$ cat src/rtl/dual_mask_intc.sv
module dual_mask_intc #(
  parameter int NSRC = 32,
  parameter int DW   = 32,
  parameter int AW   = 6
) (
  input  logic            clk,
  input  logic            rst,
  input  logic [NSRC-1:0] src_i,
  input  logic            wr_en_i,
  input  logic [AW-1:0]   addr_i,
  input  logic [DW-1:0]   wdata_i,
  output logic [DW-1:0]   rdata_o,
  output logic            irq_o,
  output logic            fiq_o
);

  localparam logic [AW-1:0] IX_NSTAT = AW'(0);
  localparam logic [AW-1:0] IX_NRAW  = AW'(1);
  localparam logic [AW-1:0] IX_NSET  = AW'(2);
  localparam logic [AW-1:0] IX_NCLR  = AW'(3);
  localparam logic [AW-1:0] IX_SWSET = AW'(4);
  localparam logic [AW-1:0] IX_SWCLR = AW'(5);
  localparam logic [AW-1:0] IX_FSTAT = AW'(8);
  localparam logic [AW-1:0] IX_FRAW  = AW'(9);
  localparam logic [AW-1:0] IX_FSET  = AW'(10);
  localparam logic [AW-1:0] IX_FCLR  = AW'(11);

  logic [NSRC-1:0] nmask_q, nmask_d, fmask_q, fmask_d;
  logic [NSRC-1:0] raw, raw_d, wbits;
  logic            sw_q, sw_d;

  assign wbits = wdata_i[NSRC-1:0];
  assign raw   = src_i | NSRC'(sw_q);
  assign raw_d = src_i | NSRC'(sw_d);

  always_comb begin
    nmask_d = nmask_q;
    fmask_d = fmask_q;
    sw_d    = sw_q;
    if (wr_en_i) begin
      case (addr_i)
        IX_NSET:  nmask_d = nmask_q | wbits;
        IX_NCLR:  nmask_d = nmask_q & ~wbits;
        IX_FSET:  fmask_d = fmask_q | wbits;
        IX_FCLR:  fmask_d = fmask_q & ~wbits;
        IX_SWSET: if (wdata_i[0]) sw_d = 1'b1;
        IX_SWCLR: if (wdata_i[0]) sw_d = 1'b0;
        default:  ;
      endcase
    end
  end

  always_ff @(posedge clk) begin
    if (rst) begin
      nmask_q <= '0;
      fmask_q <= '0;
      sw_q    <= 1'b0;
      irq_o   <= 1'b0;
      fiq_o   <= 1'b0;
    end else begin
      nmask_q <= nmask_d;
      fmask_q <= fmask_d;
      sw_q    <= sw_d;
      irq_o   <= |(raw_d & nmask_d);
      fiq_o   <= |(raw_d & fmask_d);
    end
  end

  always_comb begin
    rdata_o = '0;
    case (addr_i)
      IX_NSTAT: rdata_o = DW'(raw & nmask_q);
      IX_NRAW:  rdata_o = DW'(raw);
      IX_NSET:  rdata_o = DW'(nmask_q);
      IX_SWSET: rdata_o = DW'(raw[0]);
      IX_FSTAT: rdata_o = DW'(raw & fmask_q);
      IX_FRAW:  rdata_o = DW'(raw);
      IX_FSET:  rdata_o = DW'(fmask_q);
      default:  rdata_o = '0;
    endcase
  end

  AST_RESET_QUIET: assert property (@(posedge clk) rst |=> !irq_o && !fiq_o);
  AST_NSET_HOLDS: assert property (@(posedge clk) disable iff (rst)
    (wr_en_i && addr_i == IX_NSET) |=> ((nmask_q & $past(wbits)) == $past(wbits)));
  AST_NCLR_DROPS: assert property (@(posedge clk) disable iff (rst)
    (wr_en_i && addr_i == IX_NCLR) |=> ((nmask_q & $past(wbits)) == '0));
  AST_FSIDE_APART: assert property (@(posedge clk) disable iff (rst)
    (wr_en_i && (addr_i == IX_FSET || addr_i == IX_FCLR)) |=> $stable(nmask_q));
  AST_NSIDE_APART: assert property (@(posedge clk) disable iff (rst)
    (wr_en_i && (addr_i == IX_NSET || addr_i == IX_NCLR)) |=> $stable(fmask_q));
  AST_SW_RAISE: assert property (@(posedge clk) disable iff (rst)
    (wr_en_i && addr_i == IX_SWSET && wdata_i[0]) |=> raw[0]);
  AST_NOEN_QUIET: assert property (@(posedge clk) disable iff (rst)
    (nmask_q == '0 && !(wr_en_i && addr_i == IX_NSET)) |=> !irq_o);
  AST_FNOEN_QUIET: assert property (@(posedge clk) disable iff (rst)
    (fmask_q == '0 && !(wr_en_i && addr_i == IX_FSET)) |=> !fiq_o);
  AST_RO_INERT: assert property (@(posedge clk) disable iff (rst)
    (wr_en_i && (addr_i == IX_NSTAT || addr_i == IX_NRAW || addr_i == IX_FSTAT || addr_i == IX_FRAW))
    |=> $stable(nmask_q) && $stable(fmask_q) && $stable(sw_q));

endmodule

$ cat config.mk
export PLATFORM = sky130hd
export DESIGN_NAME = dual_mask_intc
export DESIGN_NICKNAME = d
export VERILOG_FILES = /design/src/rtl/dual_mask_intc.sv
export SDC_FILE = /design/constraint.sdc
export NUM_CORES = 1
export LEC_CHECK = 0
export BUFFER_PORTS_ARGS = -buffer_cell sky130_fd_sc_hd__buf_2
export CAP_MARGIN = 20
export CORE_MARGIN = 1.5
export CORE_UTILIZATION = 32
export CTS_BUF_LIST = sky130_fd_sc_hd__clkbuf_8
export DETAILED_ROUTE_END_ITERATION = 8
export GPL_TIMING_DRIVEN = 0
export PLACE_DENSITY = 0.57
export SLEW_MARGIN = 20
export SYNTH_ARGS = -nofsm -noshare
export SYNTH_HDL_FRONTEND = slang
export SYNTH_SLANG_ARGS = --single-unit
$ cat constraint.sdc
create_clock -name clk -period 2.7 [get_ports clk]
set_clock_uncertainty 0.2 [all_clocks]
set_input_delay 0.135 -clock clk [delete_from_list [all_inputs] [get_ports clk]]
set_output_delay 0.135 -clock clk [all_outputs]
set_load 0.05 [all_outputs]
# --- Word-level counts from Yosys, hierarchy flattened ---
# Cells that the tools add are included.
totals:
  regBits: 67
  latch_bits: 0
  ramBits: 0
  rom_bits: 0
  wordCells: 38
  mem_count: 0
classes:
  addsub: 0
  n_mul: 0
  div: 0
  magnitude_cmp: 0
  eq_ne: 9
  shifts: 0
  muxes: 9
  n_bitwise: 11
  n_reduce_logical: 4
ops:
  columns: ["op", "n"]
  rows:
  - ["bitwise AND 32 bit", 6]
  - ["one-hot mux 32 bit (6 select lines)", 1]
  - ["one-hot mux 32 bit (2 select lines)", 2]
  - ["2-to-1 mux 32 bit", 2]
  - ["bitwise OR 32 x 1 -> 32 bit", 2]
  - ["bitwise OR 32 bit", 2]
  - ["OR reduction 32 bit", 2]
  - ["inverter 32 bit", 1]
  - ["equality test 6 x 4 -> 1 bit (second input constant)", 4]
  - ["equality test 6 x 2 -> 1 bit (second input constant)", 2]
  - ["equality test 6 x 3 -> 1 bit (second input constant)", 2]
  - ["equality test 6 x 1 -> 1 bit (second input constant)", 1]
  - ["zero test 6 bit", 1]
  - ["2-to-1 mux 1 bit", 3]
  - ["one-hot mux 1 bit (2 select lines)", 1]
  - ["OR reduction 2 bit", 1]

# --- Logic depth before layout (Yosys ltp) ---
depth:
  depth_word: 6
  depth_mapped: 8
  mapped_depth_nobuf: 6

# --- Worst setup path after synthesis ---
# Ideal clock, no wire load.
synth_timing:
  path_kind: "input -> output"
  from: "in addr_i[3]"
  to: "out rdata_o[10]"
  t_arrival_ns: 1.920
  path_slack_ns: 0.445
  path_stages: 7
  cell_sequence: "buf_2 buf_1 buf_1 mux2i_1 o21ai_0 a222oi_1 inv_1"
synth_between:
  elab_chain_len: 3
  word_cells_on_any_way: 9
synth_lines:
  columns: ["element", "line", "source"]
  rows:
  - ["start, declared", "10", "input logic [AW-1:0] addr_i,"]
  - ["equality test 6 x 4 -> 1 bit or equality test 6 x 1 -> 1 bit (tied branches)", "71", "case (addr_i)"]
  - ["OR reduction 2 bit (no line)", null, null]
  - ["one-hot mux 32 bit (6 select lines) (*)", "71", null]
  - ["end, declared", "12", "output logic [DW-1:0] rdata_o,"]
# Every way passes the cells marked *; elsewhere a longest branch is shown, timed or not.

# --- Worst setup path in the final report ---
layout_timing:
  from: "in addr_i[3]"
  to: "out rdata_o[17]"
# Same word-level chain as after synthesis.

==> metrics.log <==
[metrics] outcome: complete, no violations
[metrics] count of antenna diodes in the layout: 0
[metrics] startpoint type of the worst setup path: input pin
[metrics] category of the most critical setup path: in2out
[metrics] sequential cell area in the final layout: 1340 um2
[metrics] Leakage: 0.00246 uW
[metrics] final-report hold violation count: 0
[metrics] clock sink total: 67
[metrics] CP Buf/Inv Count: 6
[metrics] detailed-router iteration count before antenna repair: 8
[metrics] max_cap viols: 0
[metrics] Worst Setup End Kind: output port
[metrics] Final Max Tran Viols: 0
[metrics] CP max stage delay: 0.50 ns
[metrics] critical-path maximum fanout: 10
[metrics] via total after detailed routing: 6061
[metrics] area taken by multi-input logic gates: 2890 um2
[metrics] average routed wire per standard cell: 23.7 um
[metrics] final design area excluding fillers: 5850 um2
[metrics] slowest CP cell: sky130_fd_sc_hd__clkdlybuf4s15_2
[metrics] Root Buffer Master: sky130_fd_sc_hd__clkbuf_8
[metrics] relative max-transition margin: 44.8%
[metrics] number of port buffers: 105
[metrics] fin nets: 841
[metrics] number of global-route vias before repair: 5515
[metrics] CORE AREA: 13900 um2
[metrics] remaining design rule violation count: 0
[metrics] layout cells sized above 1: 18.0%
[metrics] pwr dens: 375 nW/um2
[metrics] class of the tightest hold or removal check: in2reg
[metrics] most used flip-flop cell after synthesis: sky130_fd_sc_hd__dfxtp_1
[metrics] most frequent cell on the critical path: sky130_fd_sc_hd__buf_2
[metrics] post-synth design cell area: 4580 um2
[metrics] CTS max path bufs: 2
[metrics] final worst path period share: 95.2%
[metrics] source of the worst register-to-register timing path: nmask_q[1]$_SDFF_PP0_
[metrics] #FFs+latches synth: 67
[metrics] critical hold path startpoint: wdata_i[2]
[metrics] gate count of the mapped netlist: 622
[metrics] I/O pin count: 107
[metrics] post-CTS repair timing setup buffer count: 0
[metrics] final WL: 22600 um
[metrics] CP required: 2.37 ns
[metrics] row count: 43
[metrics] Finish-stage setup viols: 0
[metrics] H-tree depth reported by CTS: 3
[metrics] TritonCTS clock tree: built
[metrics] min Tclk post-route: 2.57 ns
[metrics] flop2flop setup slack: 0.42 ns
[metrics] area share of the largest cell type after synthesis: 29.3%
[metrics] largest delay contributor family on the critical path: buffers and inverters
[metrics] remaining global-route overflow: 0
[metrics] largest net degree at the start of global routing: 11
[metrics] proportion of synthesized chip area in sequential cells: 29.3%
[metrics] crit path cell chain: buf_2 -> buf_2 -> buf_2 -> clkdlybuf4s15_2 -> mux2i_1 -> o21ai_0 -> a222oi_1 -> inv_1 -> buf_2
[metrics] all-layer global routing usage: 30.4%
[metrics] initial core utilization: 32.9%
[metrics] Chip Height: 123 um
[metrics] clock latency on the worst-skew pair: 0.38 ns
[metrics] unrepaired setup endpoints after global routing: no
[metrics] Syn. warnings: 0
[metrics] HPWL Detailed: 16200 um
[metrics] share of flip-flops with an asynchronous set or reset after synthesis: 0%
[metrics] post-synthesis net count: 695
[metrics] Min-Delay Endpoint: fmask_q[2]$_SDFF_PP0_
[metrics] most frequent cells in the layout: sky130_fd_sc_hd__buf_2, sky130_fd_sc_hd__o21ai_0, sky130_fd_sc_hd__dfxtp_1, sky130_fd_sc_hd__a21oi_1, sky130_fd_sc_hd__nand2_1
[metrics] cell area after placement: 5330 um2
[metrics] antenna violations before repair: 0
[metrics] average instance area after synthesis: 7.36 um2
[metrics] relative area change from synthesis to final layout: 27.7%
[metrics] die area: 15000 um2
[metrics] number of distinct standard cells referenced by the synthesized netlist: 43
[metrics] area leader, netlist: sky130_fd_sc_hd__dfxtp_1
[metrics] Peak Freq: 389 MHz
[metrics] end of the worst register-to-register path: irq_o$_SDFF_PP0_
[metrics] actual slew at the worst max-slew pin: 0.828 ns
[metrics] number of CTS-inserted buffers: 9
[metrics] count of flip-flops with a built-in enable after synthesis: 0
[metrics] data arrival at the endpoint of the critical path: 2.24 ns
[metrics] most common cell after layout, fill and taps aside: sky130_fd_sc_hd__buf_2
[metrics] clock transition at the registers of the reported paths: 0.07 ns
[metrics] cell types occupying the most area after synthesis: sky130_fd_sc_hd__dfxtp_1, sky130_fd_sc_hd__o21ai_0, sky130_fd_sc_hd__mux2i_1, sky130_fd_sc_hd__a222oi_1, sky130_fd_sc_hd__a21oi_1
[metrics] First DRT Iteration DRCs: 836
[metrics] count of fill cells added during filler insertion: 1487
[metrics] global-route wire length before repair: 33300 um
[metrics] routability congestion estimate: 0.976
[metrics] number of cells traversed by the worst register-to-register path: 6
[metrics] via-per-instance ratio: 6.36
[metrics] Worst Hold Depth: 5
[metrics] Die Span X: 123 um
[metrics] hold slack final: 0.0290 ns
[metrics] maximum VDD drop: 237 uV
[metrics] post-route ant nets: 0
kinds of logic after synthesis:
| family | synth area share, % |
|---|---|
| AO/OA/AOI/OAI | 36.1 |
| AND/OR/NAND/NOR | 18.7 |
| buffers and inverters | 7.84 |
| flip-flops | 29.3 |
| multiplexers | 8.09 |
synth_stat cells (2+ instances only):
cell / count
sky130_fd_sc_hd__a41oi_1: 2
sky130_fd_sc_hd__a22o_1: 5
sky130_fd_sc_hd__nor4_1: 6
sky130_fd_sc_hd__buf_2: 2
sky130_fd_sc_hd__nand2_1: 54
sky130_fd_sc_hd__and3_1: 3
sky130_fd_sc_hd__inv_1: 43
sky130_fd_sc_hd__nor2b_1: 2
sky130_fd_sc_hd__nor2_1: 21
sky130_fd_sc_hd__nand3_1: 33
sky130_fd_sc_hd__o311a_1: 4
sky130_fd_sc_hd__dfxtp_1: 67
sky130_fd_sc_hd__a31oi_1: 5
sky130_fd_sc_hd__mux2i_1: 37
sky130_fd_sc_hd__o32a_1: 2
sky130_fd_sc_hd__a221oi_1: 6
sky130_fd_sc_hd__clkbuf_1: 44
sky130_fd_sc_hd__buf_1: 6
sky130_fd_sc_hd__a222oi_1: 33
sky130_fd_sc_hd__o2111ai_1: 2
sky130_fd_sc_hd__a21oi_1: 61
sky130_fd_sc_hd__o31a_1: 2
sky130_fd_sc_hd__o22ai_1: 7
sky130_fd_sc_hd__o211ai_1: 32
sky130_fd_sc_hd__nor3_1: 3
sky130_fd_sc_hd__or3_1: 29
sky130_fd_sc_hd__nand4b_1: 2
sky130_fd_sc_hd__o21ai_0: 87
sky130_fd_sc_hd__nand4_1: 8
tightest hold or removal path: cells and delay by family:
kind	cells	cell delay, ns
and+or+nand+nor	3	0.21
muxes	1	0.12
buffers and inverters	1	0.10
final cells by class:
cell class / count / area share (%)
Sequential cell: 67 / 22.9
Multi-Input combinational cell: 460 / 49.5
Inverter: 43 / 2.76
Timing Repair Buffer: 136 / 14.3
Clock inverter: 5 / 0.364
Clock buffer: 11 / 2.59
Buffer: 51 / 3.72
Tap cell: 180 / 3.85
metrics by stage:
step	worst slack, ns	util (%)	total power [uW]	std cells	TNS (ns)
global route	0.0000930	42.0	2250	953	0
finish	0.129	42.0	2190	953	0
CTS	0.0152	41.9	2180	954	0
floorplan	0.445	-	1180	622	0
global placement	-0.637	38.3	1360	907	-7.03
detailed placement	-0.579	38.3	1370	907	-6.95
worst max-delay path by stage:
stage / start / to / cells after the start
2_1_floorplan: addr_i[3] / rdata_o[10] / 7
4_1_cts: addr_i[3] / rdata_o[22] / 9
3_5_place_dp: wr_en_i / irq_o$_SDFF_PP0_ / 8
6_report: addr_i[3] / rdata_o[17] / 9
3_3_place_gp: wr_en_i / irq_o$_SDFF_PP0_ / 8
5_1_grt: addr_i[3] / rdata_o[8] / 9
sequential cells by signal, indices dropped and copies added (netlist names):
signal / cells
fmask_q: 32
nmask_q: 32
fiq_o: 1
irq_o: 1
sw_q: 1
power by group:
| group | total [uW] | switching [uW] | leakage (uW) | internal (uW) |
|---|---|---|---|---|
| combinational | 396 | 267 | 0.00181 | 128 |
| sequential | 997 | 4.11 | 0.000540 | 993 |
| clock | 801 | 430 | 0.000103 | 371 |
routing by layer:
layer / GRT usage (%) / part of all wire [%] / up-vias
met1: 41.2 / 41 / 2877
met3: 4.65 / 10 / 75
met5: 0 / 0 / -
li1: - / - / 2686
met2: 47.0 / 44 / 423
met4: 14.5 / 4.4 / 0
repair_timing:
item	in CTS	in global routing
hold buffers	31	0
pin swaps	0	0
hold endpoints to repair	40	0
resized for setup	13	4
setup endpoints to repair	33	27
(Power assumes the default switching activity.)
